File: config.mk
export PLATFORM = sky130hd
export DESIGN_NAME = rx_fifo_thresh
export DESIGN_NICKNAME = d
export VERILOG_FILES = /design/src/rtl/rxq_pkg.sv /design/src/rtl/rxq_store.sv /design/src/rtl/rxq_occ.sv /design/src/rtl/rxq_ovr.sv /design/src/rtl/rx_fifo_thresh.sv
export SDC_FILE = /design/constraint.sdc
export NUM_CORES = 1
export LEC_CHECK = 0
export BUFFER_PORTS_ARGS = -buffer_cell sky130_fd_sc_hd__buf_4
export CORE_MARGIN = 5
export CORE_UTILIZATION = 56
export CTS_CLUSTER_DIAMETER = 50
export CTS_CLUSTER_SIZE = 20
export DETAILED_ROUTE_END_ITERATION = 10
export PLACE_DENSITY = 0.81
export SYNTH_ARGS = -nofsm -noshare
export SYNTH_HDL_FRONTEND = slang
export SYNTH_HIERARCHICAL = 1
export SYNTH_SLANG_ARGS = --single-unit
export TNS_END_PERCENT = 5
File: constraint.sdc
create_clock -name clk -period 2.78 [get_ports clk]
set_input_delay 0.139 -clock clk [delete_from_list [all_inputs] [get_ports clk]]
set_output_delay 0.139 -clock clk [all_outputs]
set_load 0.005 [all_outputs]
File: src/rtl/rxq_pkg.sv
package rxq_pkg;
  // Interrupt fill level selected by a level code.
  function automatic int unsigned code_to_level(input int unsigned code);
    return code + 1;
  endfunction

  // Occupancy after one cycle of accepted push/pop.
  function automatic int unsigned next_occ(input int unsigned occ, input logic inc,
                                           input logic dec);
    return occ + (inc ? 1 : 0) - (dec ? 1 : 0);
  endfunction

  // Ring pointer advance with explicit wrap.
  function automatic int unsigned ring_next(input int unsigned ptr, input int unsigned depth);
    return (ptr == depth - 1) ? 0 : ptr + 1;
  endfunction
endpackage

File: src/rtl/rxq_store.sv
module rxq_store #(
  parameter int DW    = 8,
  parameter int DEPTH = 4
) (
  input  logic          clk,
  input  logic          rst_n,
  input  logic          flush,
  input  logic          wr_en,
  input  logic [DW-1:0] wr_data,
  input  logic          rd_en,
  output logic [DW-1:0] rd_data
);
  import rxq_pkg::*;
  localparam int AW = (DEPTH > 1) ? $clog2(DEPTH) : 1;

  logic [DW-1:0] slot_q [DEPTH];
  logic [AW-1:0] wr_ptr_q, rd_ptr_q;

  always_ff @(posedge clk or negedge rst_n) begin
    if (!rst_n) begin
      wr_ptr_q <= '0;
      rd_ptr_q <= '0;
    end else if (flush) begin
      wr_ptr_q <= '0;
      rd_ptr_q <= '0;
    end else begin
      if (wr_en) wr_ptr_q <= AW'(ring_next(int'(wr_ptr_q), DEPTH));
      if (rd_en) rd_ptr_q <= AW'(ring_next(int'(rd_ptr_q), DEPTH));
    end
  end

  for (genvar g = 0; g < DEPTH; g++) begin : g_slot
    always_ff @(posedge clk or negedge rst_n) begin
      if (!rst_n) slot_q[g] <= '0;
      else if (wr_en && !flush && (wr_ptr_q == AW'(g))) slot_q[g] <= wr_data;
    end
  end

  assign rd_data = slot_q[rd_ptr_q];
endmodule

File: src/rtl/rxq_occ.sv
module rxq_occ #(
  parameter int DEPTH = 4,
  parameter int LW    = 2,
  parameter int CW    = 3
) (
  input  logic          clk,
  input  logic          rst_n,
  input  logic          flush,
  input  logic          inc,
  input  logic          dec,
  input  logic          lvl_we,
  input  logic [LW-1:0] lvl_code,
  output logic [CW-1:0] occ,
  output logic          irq
);
  import rxq_pkg::*;

  logic [LW-1:0] code_q;

  always_ff @(posedge clk or negedge rst_n) begin
    if (!rst_n)      occ <= '0;
    else if (flush)  occ <= '0;
    else             occ <= CW'(next_occ(int'(occ), inc, dec));
  end

  always_ff @(posedge clk or negedge rst_n) begin
    if (!rst_n)      code_q <= '0;
    else if (lvl_we) code_q <= lvl_code;
  end

  assign irq = (int'(occ) >= int'(code_to_level(int'(code_q))));
endmodule

File: src/rtl/rxq_ovr.sv
module rxq_ovr (
  input  logic clk,
  input  logic rst_n,
  input  logic set,
  input  logic clr,
  output logic flag
);
  always_ff @(posedge clk or negedge rst_n) begin
    if (!rst_n)   flag <= 1'b0;
    else if (set) flag <= 1'b1;
    else if (clr) flag <= 1'b0;
  end
endmodule

File: src/rtl/rx_fifo_thresh.sv
module rx_fifo_thresh #(
  parameter int DW    = 8,
  parameter int DEPTH = 4,
  parameter int LW    = (DEPTH > 1) ? $clog2(DEPTH) : 1,
  parameter int CW    = $clog2(DEPTH + 1)
) (
  input  logic          clk,
  input  logic          rst_n,
  input  logic          rx_en_i,
  input  logic          push_i,
  input  logic [DW-1:0] push_data_i,
  input  logic          pop_i,
  output logic [DW-1:0] pop_data_o,
  input  logic          lvl_we_i,
  input  logic [LW-1:0] lvl_code_i,
  input  logic          ovr_clr_i,
  output logic [CW-1:0] occupancy_o,
  output logic          overrun_o,
  output logic          irq_o
);
  // Internal events, named for the checker.
  logic flush_evt, is_full, is_empty, push_ok, pop_ok, ovr_evt;

  assign flush_evt = !rx_en_i;
  assign is_full   = (occupancy_o == CW'(DEPTH));
  assign is_empty  = (occupancy_o == '0);
  assign pop_ok    = rx_en_i && pop_i && !is_empty;
  assign push_ok   = rx_en_i && push_i && (!is_full || pop_ok);
  assign ovr_evt   = rx_en_i && push_i && is_full && !pop_ok;

  rxq_store #(.DW(DW), .DEPTH(DEPTH)) u_store (
    .clk(clk), .rst_n(rst_n), .flush(flush_evt),
    .wr_en(push_ok), .wr_data(push_data_i),
    .rd_en(pop_ok), .rd_data(pop_data_o)
  );

  rxq_occ #(.DEPTH(DEPTH), .LW(LW), .CW(CW)) u_occ (
    .clk(clk), .rst_n(rst_n), .flush(flush_evt),
    .inc(push_ok), .dec(pop_ok),
    .lvl_we(lvl_we_i), .lvl_code(lvl_code_i),
    .occ(occupancy_o), .irq(irq_o)
  );

  rxq_ovr u_ovr (
    .clk(clk), .rst_n(rst_n), .set(ovr_evt), .clr(ovr_clr_i), .flag(overrun_o)
  );
endmodule

Word level (Yosys, flattened, before mapping)
Index checks and enable logic that the tools add are counted.
- flip-flop bits (word level): 42
- latch bits: 0
- memory bits (writable): 0
- ROM bits: 0
- input port bits: 17
- output and inout bits: 13
- word-level logic and storage cells: 56
- memories: 0
- add/subtract/negate cells: 5
- multiply operators: 0
- div/mod/pow operators: 0
- magnitude comparators: 2
- eq/ne operators: 7
- shift-type cells: 0
- muxes and demuxes: 14
- bitwise gates (word level): 1
- reduce and logical (&&, ||, !) cells: 18
- operators by type and width (kind ; number):
    $ge 4x32->1 ; 1
    $bmux 8 s2 ; 1
    $mux 8 ; 2
    $mux 2 ; 6
    $logic_and 1x1->1 ; 11
    $eq 2x2->1 const B ; 3
    $add 2x1->2 const B ; 2
    $mux 1 ; 4
    $ne 2x1->1 const B ; 2
    $add 2x1->3 const B ; 1
    $add 3x3->3 ; 1
    $eq 3x3->1 const B ; 1
    $ge 3x3->1 const B ; 1
    $logic_not 1->1 ; 3
    $logic_not 3->1 ; 1
    $mux 3 ; 1
    $not 2->3 ; 1
    $sub 3x3->3 ; 1
    $eq 2x1->1 const B ; 1
    $logic_not 2->1 ; 1
    $reduce_bool 2->1 ; 1
    $logic_or 1x1->1 ; 1

Longest topological paths before layout
- depth after elaboration: 9
- depth in mapped cells: 9
- gate-level depth less buffers: 9

By module
The synthesis kept the hierarchy.
- by module, submodules not included (module ; times used ; cells an instance ; area each (um^2) ; seq. area each (um^2)):
    rxq_store ; 1 ; 100 ; 1686.6 ; 900.9
    rxq_occ ; 1 ; 31 ; 315.3 ; 125.1
    rx_fifo_thresh ; 1 ; 6 ; 42.5 ; 0.0
    rxq_ovr ; 1 ; 3 ; 36.3 ; 25.0

Worst setup path before layout
Ideal clock, no wire load.
- path type: register to register
- from: register u_occ.occ[1]
- to: register u_occ.occ[2]
- setup time: 128 ps
- data arrival time: 2044 ps
- required time: 2652 ps
- path slack: 608 ps
- stages on the path, launching flop included: 10
- path buffers: 0
- clock period less this slack: 2172 ps
- cells stage by stage: dfrtp_1 -> o311a_1 -> ha_1 -> inv_1 -> ha_1 -> inv_1 -> fa_1 -> xor2_1 -> xnor2_1 -> nor2_1
- word-level cells in the longest chain between the ends: 9
- elaborated cells on any way between the ends: 12
- those cells by class: add/sub (2); eq/ne (1); mux (3); reduce/logical (6)
- RTL lines (what ; RTL line ; text):
    start: declaration ; rxq_occ.sv:13 ; output logic [CW-1:0] occ,
    start signal: assignment ; rxq_occ.sv:23 ; else occ <= CW'(next_occ(int'(occ), inc, dec));
    $logic_not 3->1 * ; rx_fifo_thresh.sv:26 ; assign is_empty = (occupancy_o == '0);
    $logic_not 1->1 * ; rx_fifo_thresh.sv:27 ; assign pop_ok = rx_en_i && pop_i && !is_empty;
    $logic_and 1x1->1 * ; rx_fifo_thresh.sv:27 ;
    via pop_ok ; rx_fifo_thresh.sv:22 ; logic flush_evt, is_full, is_empty, push_ok, pop_ok, ovr_evt;
    $logic_or 1x1->1 ; rx_fifo_thresh.sv:28 ; assign push_ok = rx_en_i && push_i && (!is_full || pop_ok);
    $logic_and 1x1->1 ; rx_fifo_thresh.sv:28 ;
    $mux 1 ; rxq_pkg.sv:10 ; return occ + (inc ? 1 : 0) - (dec ? 1 : 0);
    $add 3x3->3 ; rxq_pkg.sv:10 ;
    $sub 3x3->3 * ; rxq_pkg.sv:10 ;
    $mux 3 * ; rxq_occ.sv:22 ; else if (flush) occ <= '0;
The timed path passes the listed nets; every way through them passes the cells marked *.
A chain may end at the register's enable or synchronous reset.

Worst setup path after layout
Ends and elaborated chain as after synthesis.

==> metrics.txt <==
# TYPE chip_impl_metric gauge
chip_impl_metric{name="grt_start_max_net_pins",unit=""} 43
chip_impl_metric{name="dr.pass1.iters",unit=""} 3
chip_impl_metric{name="design.core.area",unit="mm^2"} 0.00363
chip_impl_metric{name="dr_total_vias",unit=""} 1203
chip_impl_metric{name="initial_antenna_violation_count",unit=""} 0
chip_impl_info{name="crit_path_cell_trace",value="o311a_1, ha_1, inv_1, ha_1, inv_1, fa_1, xor2_1, xnor2_1, nor2_1"} 1
chip_impl_metric{name="fraction_of_synthesized_cell_area_taken_by_the_top_area_cell_type",unit="%"} 50.5
chip_impl_metric{name="die_h",unit="um"} 71.0
chip_impl_info{name="worst-setup-path-type",value="register to register"} 1
chip_impl_info{name="min-delay-path-class",value="input port to register"} 1
chip_impl_metric{name="timing.setup.tns",unit="ns"} 0
chip_impl_info{name="synth_area_leader_cell",value="sky130_fd_sc_hd__dfrtp_1"} 1
chip_impl_metric{name="syn2layout_area_growth",unit="%"} 18.1
chip_impl_metric{name="synth.lib_cells_used.distinct",unit=""} 22
chip_impl_metric{name="critPathBufInv",unit=""} 2
chip_impl_info{name="worst_path_dominant_cell_family",value="adder cells"} 1
chip_impl_metric{name="die_width",unit="um"} 71.0
chip_impl_metric{name="hold_violations",unit=""} 0
chip_impl_metric{name="clk_pin_slew",unit="ns"} 0.08
chip_impl_metric{name="fin_worst_skew",unit="ns"} 0.00524
chip_impl_metric{name="placer_congestion_estimate",unit=""} 0.689
chip_impl_metric{name="clk_path_buf_depth",unit=""} 2
chip_impl_info{name="synth_area_leaders",value="sky130_fd_sc_hd__dfrtp_1 (51%), sky130_fd_sc_hd__mux2_2 (18%), sky130_fd_sc_hd__mux4_2 (8.7%)"} 1
chip_impl_metric{name="max_cap_viols",unit=""} 0
chip_impl_metric{name="placement_rows",unit=""} 22
chip_impl_metric{name="drt-wirelength-per-cell",unit="um"} 16.9
chip_impl_metric{name="globalRoute.totalOverflow",unit=""} 0
chip_impl_info{name="run_status",value="finished clean"} 1
chip_impl_metric{name="drtIter0Drc",unit=""} 31
chip_impl_metric{name="cts_num_sinks",unit=""} 42
chip_impl_metric{name="peak_freq",unit="GHz"} 0.437
chip_impl_metric{name="nets",unit=""} 204
chip_impl_metric{name="setup_viol",unit=""} 0
chip_impl_metric{name="pwr_density_cell",unit="mW/mm^2"} 722
chip_impl_metric{name="final_period_utilization",unit="%"} 82.3
chip_impl_metric{name="pin_count",unit=""} 30
chip_impl_metric{name="place.port_buffers",unit=""} 29
chip_impl_info{name="cp-end-kind",value="register"} 1
chip_impl_metric{name="cellLeakagePower",unit="nW"} 1.28
chip_impl_metric{name="report.power.total",unit="W"} 0.00177
chip_impl_metric{name="design.die.area",unit="mm^2"} 0.00503
chip_impl_metric{name="start_util",unit="%"} 57.3
chip_impl_metric{name="fill_cells",unit=""} 285
chip_impl_metric{name="mappedNetlistNets",unit=""} 169
chip_impl_metric{name="worstPathRequired",unit="ns"} 2.95
chip_impl_metric{name="syn-instance-count",unit=""} 140
chip_impl_metric{name="multiInputGateArea",unit="um^2"} 961
chip_impl_info{name="cts_root_buffer",value="sky130_fd_sc_hd__clkbuf_8"} 1
chip_impl_metric{name="slew_headroom",unit="%"} 59.0
chip_impl_metric{name="drt-total-wl",unit="um"} 3790
chip_impl_metric{name="register_bit_count_reported_by_yosys",unit=""} 42
chip_impl_metric{name="max_slew.worst_pin.slew",unit="ns"} 0.615
chip_impl_info{name="cts_tree",value="built"} 1
chip_impl_info{name="crit_path_top_delay_cell",value="sky130_fd_sc_hd__dfrtp_1"} 1
chip_impl_info{name="unrepaired_setup_endpoints_after_global_routing",value="false"} 1
chip_impl_metric{name="h_tree_level_count",unit=""} 2
chip_impl_metric{name="avgSynthCellArea",unit="um^2"} 14.9
chip_impl_metric{name="grt_util_all_layers",unit="%"} 16.5
chip_impl_metric{name="sequential_cell_area",unit="mm^2"} 0.00105
chip_impl_metric{name="fin_area",unit="mm^2"} 0.00246
chip_impl_metric{name="dpl-instance-area",unit="mm^2"} 0.00234
chip_impl_metric{name="ys_warn_count",unit=""} 6
chip_impl_metric{name="post_cts_hold_buffers",unit=""} 1
chip_impl_metric{name="detailed_placement_wirelength_estimate",unit="um"} 2730
chip_impl_metric{name="cts_post_setup_buffers_inserted",unit=""} 0
chip_impl_metric{name="vdd_ir_drop_max",unit="V"} 0.000537
chip_impl_metric{name="yosysSeqAreaShare",unit="%"} 50.5
chip_impl_metric{name="cts-buffers-inserted",unit=""} 5
chip_impl_metric{name="grt_pass1_wl",unit="um"} 6470
chip_impl_metric{name="drc",unit=""} 0
chip_impl_metric{name="period_minus_slack",unit="ns"} 2.29
chip_impl_info{name="cp-start-kind",value="register"} 1
chip_impl_metric{name="drv_slew",unit=""} 0
chip_impl_metric{name="critical_path_fanouts_max",unit=""} 6
chip_impl_metric{name="via_count_of_the_first_global_routing_pass",unit=""} 1351
chip_impl_metric{name="timing.critical_path.arrival",unit="ns"} 2.45
chip_impl_metric{name="avgViaCountPerCell",unit=""} 5.37
chip_impl_metric{name="clock_insertion_delay_at_the_later_pin_of_the_skew_report",unit="ns"} 0.28
chip_impl_metric{name="final_antenna_net_count",unit=""} 0
chip_impl_metric{name="antenna_cells",unit=""} 0
chip_impl_metric{name="max_stage_delay",unit="ns"} 0.48
chip_impl_metric{name="post_cts_resize_count",unit=""} 0
chip_impl_metric{name="drive_gt1_share",unit="%"} 47.7
chip_impl_metric{name="post_synth_instance_area",unit="mm^2"} 0.00208
-- final timing paths --
check	start	endpoint	slack [ns]	cells after the start
max	u_occ/occ[1]$_DFF_PN0_	u_occ/occ[2]$_DFF_PN0_	0.49	9
min	lvl_we_i	u_occ/code_q[0]$_DFFE_PN0P_	0.07	2
max reg2reg	u_occ/occ[1]$_DFF_PN0_	u_occ/occ[2]$_DFF_PN0_	0.49	9
min reg2reg	u_ovr/flag$_DFFE_PN0P_	u_ovr/flag$_DFFE_PN0P_	0.50	1
max in group asynchronous	rst_n	u_occ/code_q[1]$_DFFE_PN0P_	2.04	2
min in group asynchronous	rst_n	u_store/wr_ptr_q[0]$_DFFE_PN0P_	0.37	2
-- routing by layer --
| layer | GRT usage [%] | wire [um] | vias up |
|---|---|---|---|
| li1 | - | - | 567 |
| met1 | 20.0 | 1580 | 623 |
| met2 | 29.6 | 2110 | 11 |
| met3 | 4.83 | 92 | 2 |
| met4 | 3.13 | 16 | 0 |
| met5 | 0 | 0 | - |
-- cell usage after synthesis --
library cell               count
sky130_fd_sc_hd__ha_1         11
sky130_fd_sc_hd__nand2b_1      2
sky130_fd_sc_hd__nand2_1       2
sky130_fd_sc_hd__xnor2_1       1
sky130_fd_sc_hd__a21o_1        1
sky130_fd_sc_hd__nor2_1        7
sky130_fd_sc_hd__mux4_2        8
sky130_fd_sc_hd__nor2b_1       2
sky130_fd_sc_hd__xor2_1        1
sky130_fd_sc_hd__nor4b_2       1
sky130_fd_sc_hd__dfrtp_1      42
sky130_fd_sc_hd__o311a_1       1
sky130_fd_sc_hd__a21oi_1       3
sky130_fd_sc_hd__nand3b_4      4
sky130_fd_sc_hd__inv_1        11
sky130_fd_sc_hd__buf_6         2
sky130_fd_sc_hd__mux2i_1       2
sky130_fd_sc_hd__or3b_1        2
sky130_fd_sc_hd__mux2_2       33
sky130_fd_sc_hd__fa_1          1
sky130_fd_sc_hd__buf_2         1
sky130_fd_sc_hd__o21ai_0       2
-- state kept, by name (all words and copies together), names as in the netlist --
register,cells
u_store/slot_q,32
u_occ/occ,3
u_store/rd_ptr_q,2
u_ovr/flag,1
u_store/wr_ptr_q,2
u_occ/code_q,2
-- report_power, final --
part	internal [W]	switching, W	total [W]
combinational	0.000314	0.000174	0.000488
clock	0.000264	0.000199	0.000463
sequential	0.000731	0.0000921	0.000823
total	0.00131	0.000465	0.00177
-- logic make-up (layout without fill, tap and decap cells) --
logic type | Yosys count | in the layout | share of synthesized area [%]
buffers and inverters | 14 | 50 | 3.31
multiplexers | 43 | 43 | 27.5
adder cells (fa/ha/maj) | 12 | 12 | 7.58
XOR/XNOR | 2 | 2 | 0.842
flip-flops | 42 | 42 | 50.5
AO/OA/AOI/OAI | 7 | 7 | 2.04
AND/OR/NAND/NOR | 20 | 20 | 8.24
-- metrics by stage --
stage,instances,utilization (%),setup slack (ns),hold slack [ns]
2_1_floorplan,140,-,0.608,-0.157
4_1_cts,224,67.6,0.473,0.0663
5_1_grt,224,67.6,0.349,0.0775
3_5_place_dp,215,64.4,0.483,0.153
3_3_place_gp,215,64.4,0.573,0.138
6_report,224,67.6,0.492,0.0686
-- layout make-up --
cell class / count / area share (%)
Timing Repair Buffer: 31 / 9.57
Clock inverter: 3 / 1.63
Clock buffer: 5 / 2.80
Sequential cell: 42 / 42.8
Inverter: 11 / 1.68
Multi-Input combinational cell: 84 / 39.1
Tap cell: 48 / 2.44
-- layout by cell type (no fill, tap or decap) --
cell type / netlist / final
sky130_fd_sc_hd__a21o_1: 1 / 1
sky130_fd_sc_hd__nor2_1: 7 / 7
sky130_fd_sc_hd__a21oi_1: 3 / 3
sky130_fd_sc_hd__buf_4: 0 / 30
sky130_fd_sc_hd__mux4_2: 8 / 8
sky130_fd_sc_hd__nand2b_1: 2 / 2
sky130_fd_sc_hd__dfrtp_1: 42 / 42
sky130_fd_sc_hd__nor2b_1: 2 / 2
sky130_fd_sc_hd__bufinv_16: 0 / 1
sky130_fd_sc_hd__nor4b_2: 1 / 1
sky130_fd_sc_hd__o311a_1: 1 / 1
sky130_fd_sc_hd__mux2i_1: 2 / 2
sky130_fd_sc_hd__nand2_1: 2 / 2
sky130_fd_sc_hd__clkinv_2: 0 / 2
sky130_fd_sc_hd__fa_1: 1 / 1
sky130_fd_sc_hd__o21ai_0: 2 / 2
sky130_fd_sc_hd__or3b_1: 2 / 2
sky130_fd_sc_hd__dlygate4sd3_1: 0 / 1
sky130_fd_sc_hd__mux2_2: 33 / 33
sky130_fd_sc_hd__xor2_1: 1 / 1
sky130_fd_sc_hd__ha_1: 11 / 11
sky130_fd_sc_hd__inv_1: 11 / 11
sky130_fd_sc_hd__clkbuf_8: 0 / 5
sky130_fd_sc_hd__xnor2_1: 1 / 1
sky130_fd_sc_hd__nand3b_4: 4 / 4
-- worst register-to-register path: stages (launching register included) --
cell                      delay [ns]
sky130_fd_sc_hd__dfrtp_1        0.48
sky130_fd_sc_hd__o311a_1        0.42
sky130_fd_sc_hd__ha_1           0.30
sky130_fd_sc_hd__inv_1          0.06
sky130_fd_sc_hd__ha_1           0.13
sky130_fd_sc_hd__inv_1          0.05
sky130_fd_sc_hd__fa_1           0.38
sky130_fd_sc_hd__xor2_1         0.18
sky130_fd_sc_hd__xnor2_1        0.14
sky130_fd_sc_hd__nor2_1         0.05
Power figures use the tool's default switching activity.
